`src/rtl/lt_pkg.sv`:
```
package lt_pkg;
  localparam int REG_AW   = 3;
  localparam int LVT_W    = 19;
  localparam int VEC_W    = 8;
  localparam int MASK_BIT = 16;
  localparam int PRE_W    = 7;
  localparam int SHIFT_W  = 3;

  localparam logic [REG_AW-1:0] OFF_LVT  = 3'd0;
  localparam logic [REG_AW-1:0] OFF_INIT = 3'd1;
  localparam logic [REG_AW-1:0] OFF_CUR  = 3'd2;
  localparam logic [REG_AW-1:0] OFF_DIV  = 3'd3;
  localparam logic [REG_AW-1:0] OFF_SVR  = 3'd4;

  localparam logic [LVT_W-1:0] LVT_KEEP = 19'h700FF;

  localparam logic [1:0] MODE_ONESHOT  = 2'b00;
  localparam logic [1:0] MODE_PERIODIC = 2'b01;
  localparam logic [1:0] MODE_DEADLINE = 2'b10;

  function automatic logic [SHIFT_W-1:0] div_shift(input logic [3:0] dcr);
    logic [2:0] code;
    code = {dcr[3], dcr[1], dcr[0]};
    return (code == 3'b111) ? 3'd0 : code + 3'd1;
  endfunction
endpackage

```
`src/rtl/lt_regs.sv`:
```
module lt_regs
  import lt_pkg::*;
#(
  parameter bit DEADLINE_OK = 1'b0
) (
  input  logic              clk,
  input  logic              rst_n,
  input  logic              ext_mode,
  input  logic              wr_en,
  input  logic [REG_AW-1:0] wr_addr,
  input  logic [LVT_W-1:0]  wr_lo,
  output logic [LVT_W-1:0]  lvt_q,
  output logic [3:0]        dcr_q,
  output logic [8:0]        svr_q,
  output logic              reject
);
  logic             wr_lvt, wr_svr, dl_req;
  logic [LVT_W-1:0] lvt_new;

  assign wr_lvt = wr_en && (wr_addr == OFF_LVT);
  assign wr_svr = wr_en && (wr_addr == OFF_SVR);
  assign dl_req = (wr_lo[18:17] == MODE_DEADLINE);
  assign reject = wr_lvt && dl_req && !DEADLINE_OK && ext_mode;

  always_comb begin
    lvt_new = wr_lo & LVT_KEEP;
    if (dl_req && !DEADLINE_OK) lvt_new[18:17] = MODE_ONESHOT;
    if (!svr_q[8])              lvt_new[MASK_BIT] = 1'b1;
  end

  always_ff @(posedge clk) begin
    if (!rst_n) begin
      lvt_q <= '0;
      lvt_q[MASK_BIT] <= 1'b1;
      dcr_q <= '0;
      svr_q <= '0;
    end else begin
      if (wr_lvt && !reject) lvt_q <= lvt_new;
      if (wr_en && wr_addr == OFF_DIV) dcr_q <= wr_lo[3:0] & 4'hB;
      if (wr_svr) begin
        svr_q <= wr_lo[8:0];
        if (!wr_lo[8]) lvt_q[MASK_BIT] <= 1'b1;
      end
    end
  end


  lvt_reject_hold_chk: assert property (@(posedge clk) disable iff (!rst_n)
    reject |=> $stable(lvt_q));

  sw_disable_mask_chk: assert property (@(posedge clk) disable iff (!rst_n)
    (wr_svr && !wr_lo[8]) |=> lvt_q[MASK_BIT]);
endmodule

```
`src/rtl/lt_prescale.sv`:
```
module lt_prescale
  import lt_pkg::*;
(
  input  logic               clk,
  input  logic               rst_n,
  input  logic               tick_en,
  input  logic               restart,
  input  logic [SHIFT_W-1:0] shift,
  output logic               div_tick
);
  logic [PRE_W-1:0] cnt, msk;

  assign msk      = ~({PRE_W{1'b1}} << shift);
  assign div_tick = tick_en && ((cnt & msk) == msk);

  always_ff @(posedge clk) begin
    if (!rst_n || restart) cnt <= '0;
    else if (tick_en)      cnt <= cnt + 1'b1;
  end
endmodule

```
`src/rtl/lt_count.sv`:
```
module lt_count
  import lt_pkg::*;
#(
  parameter int CNT_W = 32
) (
  input  logic             clk,
  input  logic             rst_n,
  input  logic             icr_wr,
  input  logic [CNT_W-1:0] wr_val,
  input  logic [1:0]       mode,
  input  logic             div_tick,
  output logic [CNT_W-1:0] icr_q,
  output logic [CNT_W-1:0] ccr_q,
  output logic             restart,
  output logic             expire
);
  logic running, is_dl, is_per;

  assign is_dl   = (mode == MODE_DEADLINE);
  assign is_per  = (mode == MODE_PERIODIC);
  assign restart = icr_wr && !is_dl;
  assign expire  = div_tick && running && !is_dl && !restart
                   && (ccr_q == CNT_W'(1));

  always_ff @(posedge clk) begin
    if (!rst_n) begin
      icr_q   <= '0;
      ccr_q   <= '0;
      running <= 1'b0;
    end else if (restart) begin
      icr_q   <= wr_val;
      ccr_q   <= wr_val;
      running <= (wr_val != '0);
    end else if (div_tick && running && !is_dl) begin
      if (ccr_q == CNT_W'(1)) begin
        ccr_q   <= is_per ? icr_q : '0;
        running <= is_per;
      end else begin
        ccr_q <= ccr_q - 1'b1;
      end
    end
  end


  init_loads_cur_chk: assert property (@(posedge clk) disable iff (!rst_n)
    restart |=> (ccr_q == $past(wr_val)));

  oneshot_stop_chk: assert property (@(posedge clk) disable iff (!rst_n)
    (expire && !is_per) |=> (ccr_q == '0) && !running);

  periodic_reload_chk: assert property (@(posedge clk) disable iff (!rst_n)
    (expire && is_per) |=> (ccr_q == icr_q) && running);

  deadline_ignore_chk: assert property (@(posedge clk) disable iff (!rst_n)
    (icr_wr && is_dl) |=> $stable(icr_q) && $stable(ccr_q));
endmodule

```
`src/rtl/lt_timer.sv`:
```
module lt_timer
  import lt_pkg::*;
#(
  parameter int CNT_W       = 32,
  parameter bit DEADLINE_OK = 1'b0
) (
  input  logic              clk,
  input  logic              rst_n,
  input  logic              tick_en,
  input  logic              ext_mode,
  input  logic              wr_en,
  input  logic [REG_AW-1:0] wr_addr,
  input  logic [31:0]       wr_data,
  input  logic [REG_AW-1:0] rd_addr,
  output logic [31:0]       rd_data,
  output logic              wr_reject,
  output logic              irq_valid,
  input  logic              irq_ready,
  output logic [VEC_W-1:0]  irq_vector
);
  logic [LVT_W-1:0] lvt_q;
  logic [3:0]       dcr_q;
  logic [8:0]       svr_q;
  logic [CNT_W-1:0] icr_q, ccr_q;
  logic             restart, expire, div_tick;

  lt_regs #(.DEADLINE_OK(DEADLINE_OK)) regs_i (
    .clk(clk), .rst_n(rst_n), .ext_mode(ext_mode), .wr_en(wr_en),
    .wr_addr(wr_addr), .wr_lo(wr_data[LVT_W-1:0]), .lvt_q(lvt_q),
    .dcr_q(dcr_q), .svr_q(svr_q), .reject(wr_reject)
  );

  lt_prescale pre_i (
    .clk(clk), .rst_n(rst_n), .tick_en(tick_en), .restart(restart),
    .shift(div_shift(dcr_q)), .div_tick(div_tick)
  );

  lt_count #(.CNT_W(CNT_W)) cnt_i (
    .clk(clk), .rst_n(rst_n), .icr_wr(wr_en && wr_addr == OFF_INIT),
    .wr_val(wr_data[CNT_W-1:0]), .mode(lvt_q[18:17]), .div_tick(div_tick),
    .icr_q(icr_q), .ccr_q(ccr_q), .restart(restart), .expire(expire)
  );

  always_ff @(posedge clk) begin
    if (!rst_n) begin
      irq_valid  <= 1'b0;
      irq_vector <= '0;
    end else begin
      if (irq_valid && irq_ready) irq_valid <= 1'b0;
      if (expire && !lvt_q[MASK_BIT] && (!irq_valid || irq_ready)) begin
        irq_valid  <= 1'b1;
        irq_vector <= lvt_q[VEC_W-1:0];
      end
    end
  end

  always_comb begin
    case (rd_addr)
      OFF_LVT:  rd_data = 32'(lvt_q);
      OFF_INIT: rd_data = 32'(icr_q);
      OFF_CUR:  rd_data = 32'(ccr_q);
      OFF_DIV:  rd_data = 32'(dcr_q);
      OFF_SVR:  rd_data = 32'(svr_q);
      default:  rd_data = '0;
    endcase
  end


  irq_hold_chk: assert property (@(posedge clk) disable iff (!rst_n)
    (irq_valid && !irq_ready) |=> irq_valid && $stable(irq_vector));

  masked_quiet_chk: assert property (@(posedge clk) disable iff (!rst_n)
    (!irq_valid && lvt_q[MASK_BIT] && !wr_en) |=> !irq_valid);
endmodule

```
`config.mk`:
```
export PLATFORM = sky130hd
export DESIGN_NAME = lt_timer
export DESIGN_NICKNAME = d
export VERILOG_FILES = /design/src/rtl/lt_pkg.sv /design/src/rtl/lt_regs.sv /design/src/rtl/lt_prescale.sv /design/src/rtl/lt_count.sv /design/src/rtl/lt_timer.sv
export SDC_FILE = /design/constraint.sdc
export NUM_CORES = 1
export LEC_CHECK = 0
export ABC_AREA = 1
export BUFFER_PORTS_ARGS = -buffer_cell sky130_fd_sc_hd__buf_2
export CORE_ASPECT_RATIO = 1.2
export CORE_MARGIN = 4
export CORE_UTILIZATION = 55
export DETAILED_ROUTE_END_ITERATION = 16
export GPL_ROUTABILITY_DRIVEN = 0
export PLACE_DENSITY = 0.8
export SETUP_SLACK_MARGIN = 0.2
export SYNTH_ARGS = -nofsm -noshare
export SYNTH_HDL_FRONTEND = slang
export SYNTH_SLANG_ARGS = --single-unit
export TNS_END_PERCENT = 100
```
`constraint.sdc`:
```
create_clock -name clk -period 5.69 [get_ports clk]
set_input_delay 0.569 -clock clk [delete_from_list [all_inputs] [get_ports clk]]
set_output_delay 0.569 -clock clk [all_outputs]
set_load 0.005 [all_outputs]
```
Word level (Yosys, flattened, before mapping)
Cells that the tools add are included.
{ "totals": {"ff_bits": 104, "out_inout_bits": 42, "in_bits": 44} }
{ "classes": {"reduce_logical": 31, "eq_ne": 13, "n_bitwise": 2, "mux": 16, "shifts": 1, "n_addsub": 3} }
{ "ops": {"columns": ["op", "count"], "rows": [
  ["$pmux W32 S5", 1],
  ["$mux W32", 4],
  ["$eq A32 B1 Y1 const B", 1],
  ["$reduce_bool A32 Y1", 1],
  ["$sub A32 B1 Y32 const B", 1],
  ["$mux W17", 1],
  ["$logic_and A1 B1 Y1", 16],
  ["$eq A3 B2 Y1 const B", 3],
  ["$eq A3 B3 Y1 const B", 3],
  ["$mux W1", 8],
  ["$add A7 B1 Y7 const B", 1],
  ["$and A7 B7 Y7", 1],
  ["$eq A7 B7 Y1", 1],
  ["$not A7 Y7", 1],
  ["$shl A7 B3 Y7 const A", 1],
  ["$eq A3 B1 Y1 const B", 2],
  ["$logic_not A1 Y1", 6],
  ["$logic_not A3 Y1", 2],
  ["$reduce_bool A2 Y1", 3],
  ["$eq A2 B2 Y1 const B", 2],
  ["$add A3 B1 Y3 const B", 1],
  ["$mux W3", 1],
  ["$eq A2 B1 Y1 const B", 1],
  ["$logic_or A1 B1 Y1", 2],
  ["2 further kinds", 2]
]} }

Longest topological paths before layout
{ "depth": {"depth_word": 14, "ltp_mapped": 15} }

By module
Synthesis repeated with hierarchy kept, for this count alone.
{ "hier_totals": {"cells_unflattened": 1062, "area_unflattened_um2": 6545.0} }
{ "modules_own_cells": {"columns": ["mod", "seq_area_each_um2", "area_each_um2", "cells_per_inst", "instances"], "rows": [
  ["lt_count", 1301.2, 4013.8, 659, 1],
  ["lt_timer", 180.2, 1077.3, 207, 1],
  ["lt_regs", 460.4, 1061.0, 137, 1],
  ["lt_prescale", 140.1, 392.9, 59, 1]
]} }

Worst setup path after synthesis
OpenSTA, ideal clock, no wires.
{ "synth_timing": {"kind": "input-to-output", "startpoint": "input rd_addr[2]", "endpoint": "output rd_data[10]", "path_stages": 4, "setup_slack_ns": 3.641, "arrival_time_ns": 1.480, "path_buffers": 1, "t_required_ns": 5.121, "cell_sequence": "nor3_2 clkinv_1 clkbuf_1 o22ai_1"} }
{ "synth_via": {"elab_chain_cells": 2} }
{ "synth_rtl": {"columns": ["item", "line_no", "text"], "rows": [
  ["from (decl)", "lt_timer.sv:14", "input logic [REG_AW-1:0] rd_addr,"],
  ["$eq A3 B3 Y1, or another cell as far along", "lt_timer.sv:58", "case (rd_addr)"],
  ["$pmux W32 S5 *", "lt_timer.sv:58", null],
  ["to (decl)", "lt_timer.sv:15", "output logic [31:0] rd_data,"]
]} }
Every way passes the cells marked *; elsewhere a longest branch is shown, timed or not.

Worst setup path after layout
{ "layout_timing": {"startpoint": "input rd_addr[1]", "endpoint": "output rd_data[1]"} }
The elaborated chain is that of the path after synthesis.

==> impl_metrics.tcl <==
set metrics [dict create \
    portBuffers 85 \
    synth_top_area_cell "dfxtp_1" \
    max_slew_margin 0.250 \
    synth_seq_area_share 0.332 \
    finalSetupViolCount 0 \
    numCtsBuffers 9 \
    chipWidth_um 106 \
    first_pass_iters 5 \
    area_growth_pct 12.6 \
    start_kind "input port" \
    core.rowCount 42 \
    cp_slowest_cell "clkinv_1" \
    drc 0 \
    layout-drive-gt1-share 0.164 \
    ir_drop_v 0.000134 \
    syn_inst 965 \
    layout.area.seq_sq_mm 0.00208 \
    netlist.area_leader.share 0.332 \
    clk_latency_ps 360 \
    initial_utilization 0.566 \
    arrival_ps 2780 \
    final_nets 1081 \
    clockBufferDepth 2 \
    rsz0062_at_grt "false" \
    min_period_over_period 0.589 \
    hold_class "flop to flop" \
    ys_seq_elements 104 \
    cts.clk_slew.worst_paths_ps 80 \
    crit_path_end_kind "output port" \
    die_area_sq_mm 0.0132 \
    synthTopCellsByArea "dfxtp_1 (33%), nand2_1 (12%), nor2_1 (7.7%)" \
    period_minus_slack_ps 3350 \
    routed_wl_um 18300 \
    grt_first_pass_wirelength_um 29900 \
    cp_max_fo 27 \
    max_freq_mhz 299 \
    fin_tns_setup_ps 0 \
    overflow 0 \
    clock_skew_ps 6.53 \
    finalPower_mw 1.75 \
    grt_start_max_net_pins 53 \
    syn_area_sq_mm 0.00628 \
    ys_types 40 \
    multiInputGateArea_sq_mm 0.00347 \
    power_density_mw_per_mm2 247 \
    worstSetupPathType "input port to output port" \
    status "finished, final reports clean" \
    grt.total_usage 0.276 \
    htree_levels 3 \
    vias 6565 \
    synth_nets 1016 \
    finalMaxSlewViolations 0 \
    dp_hpwl_um 13200 \
    wl_per_cell_um 15.4 \
    core_sq_mm 0.0111 \
    finalHoldViolations 0 \
    p_leak_nw 3.19 \
    postCtsHoldBufs 0 \
    post_cts_buffers 0 \
    routed_via_density 5.52 \
    clkSinkCount 104 \
    drt_iter0_markers 508 \
    cts_tree "done" \
    antenna_cells 0 \
    ctsRootBufferMaster "clkbuf_16" \
    nFillCells 1060 \
    ctsResizeCount 0 \
    dieHeight_um 125 \
    cpPeakStageDelay_ps 920 \
    holdWs_ps 464 \
    yosys_warnings 0 \
    antenna_found_initial 0 \
    tightest_slew_ps 1120 \
    synth_area_per_cell_sq_um 6.50 \
    grt_pass1_vias 6123 \
    required_ps 5120 \
    worst_path_most_repeated_cell "buf_2" \
    num_io_pins 86 \
    ant_nets 0 \
    drv_cap 0 \
    crit_chain "buf_2 -> inv_1 -> nor3_2 -> clkinv_1 -> nor2_1 -> a221oi_1 -> o221ai_1 -> buf_2" \
]
==> report_power, final <==
| group | switching, mW | leakage [nW] | internal [mW] |
|---|---|---|---|
| sequential | 0.0166 | 0.842 | 0.745 |
| clock | 0.313 | 0.150 | 0.352 |
| combinational | 0.213 | 2.20 | 0.105 |
| total | 0.543 | 3.19 | 1.20 |
==> per-layer routing <==
metal  vias up  share of wire  track usage
li1       3265              -            -
met1      2957           0.41        0.349
met2       302           0.49        0.476
met3        41          0.072       0.0428
met4         0          0.024       0.0976
met5         -              0            0
==> flip-flops by register name, indices dropped and copies added, names as in the netlist <==
register / count
irq_vector: 8
cnt_i.ccr_q: 32
cnt_i.running: 1
irq_valid: 1
pre_i.cnt: 7
regs_i.lvt_q: 11
cnt_i.icr_q: 32
regs_i.dcr_q: 3
regs_i.svr_q: 9
==> synth_stat cells (all sizes together) <==
master and count:
inv 136, nor3 7, o211ai 1, nor2 152, a21oi 63, nand3b 1, a221oi 3, a31oi 1
dfxtp 104, buf 15, a21boi 2, clkbuf 21, nor3b 1, o21ai 80, nand3 58, o2111ai 5
o21a 3, xnor2 2, ha 7, nand4 16, xor2 14, o22ai 41, nand2 215, clkinv 11
o221ai 6
==> path summary, 6_finish.rpt <==
check                  startpoint             to  depth (start not counted)  slack (ps)
setup / recovery       rd_addr[1]     rd_data[1]                          8        2340
hold reg to reg     irq_vector[7]  irq_vector[7]                          2         460
hold / removal      irq_vector[7]  irq_vector[7]                          2         460
setup reg to reg  regs_i.dcr_q[1]  cnt_i.running                         14        2710
==> critical path, delay by kind of cell <==
kind,cells,cell delay (ps)
buffers and inverters,4,1250
and+or+nand+nor,2,750
AOI/OAI and AO/OA,2,200
==> area by class of cell <==
class                      instances  share of cell area
tap                              154              0.0273
inverter                         147              0.0781
timing repair buffer              90              0.0655
sequential                       104               0.295
clock buffer                       9              0.0319
clock inverter                     7              0.0122
multi-input combinational        678               0.490
==> cells in the final DEF, fill, tap and decap left out, types with 12 or more instances in the layout <==
cell type and n:
a21oi_1 53, dfxtp_1 104, nor2_1 129, nand3_1 54, o21ai_0 68, inv_2 14
nand4_1 15, xor2_1 14, buf_2 85, o22ai_1 41, o21ai_1 12, nand2_1 206
inv_1 122
==> logic make-up (layout without fill, tap and decap cells) <==
logic type	count (synthesis)	count (layout)	synth area share
AOI/OAI and AO/OA	205	205	0.189
xor gates and xnor gates	16	16	0.0223
adders and majority gates	7	7	0.0140
buffers and inverters	183	253	0.116
DFF	104	104	0.332
and+or+nand+nor	450	450	0.327
==> metrics by stage <==
step | setup slack, ps | cell area (sq um) | std cells | util
floorplan | 3640 | 6280 | 965 | -
global placement | 2500 | 6760 | 1173 | 0.609
detailed placement | 2470 | 6760 | 1173 | 0.609
CTS | 2420 | 7070 | 1189 | 0.637
global route | 2170 | 7070 | 1189 | 0.637
finish | 2340 | 7070 | 1189 | 0.637
Power figures use the tool's default switching activity.
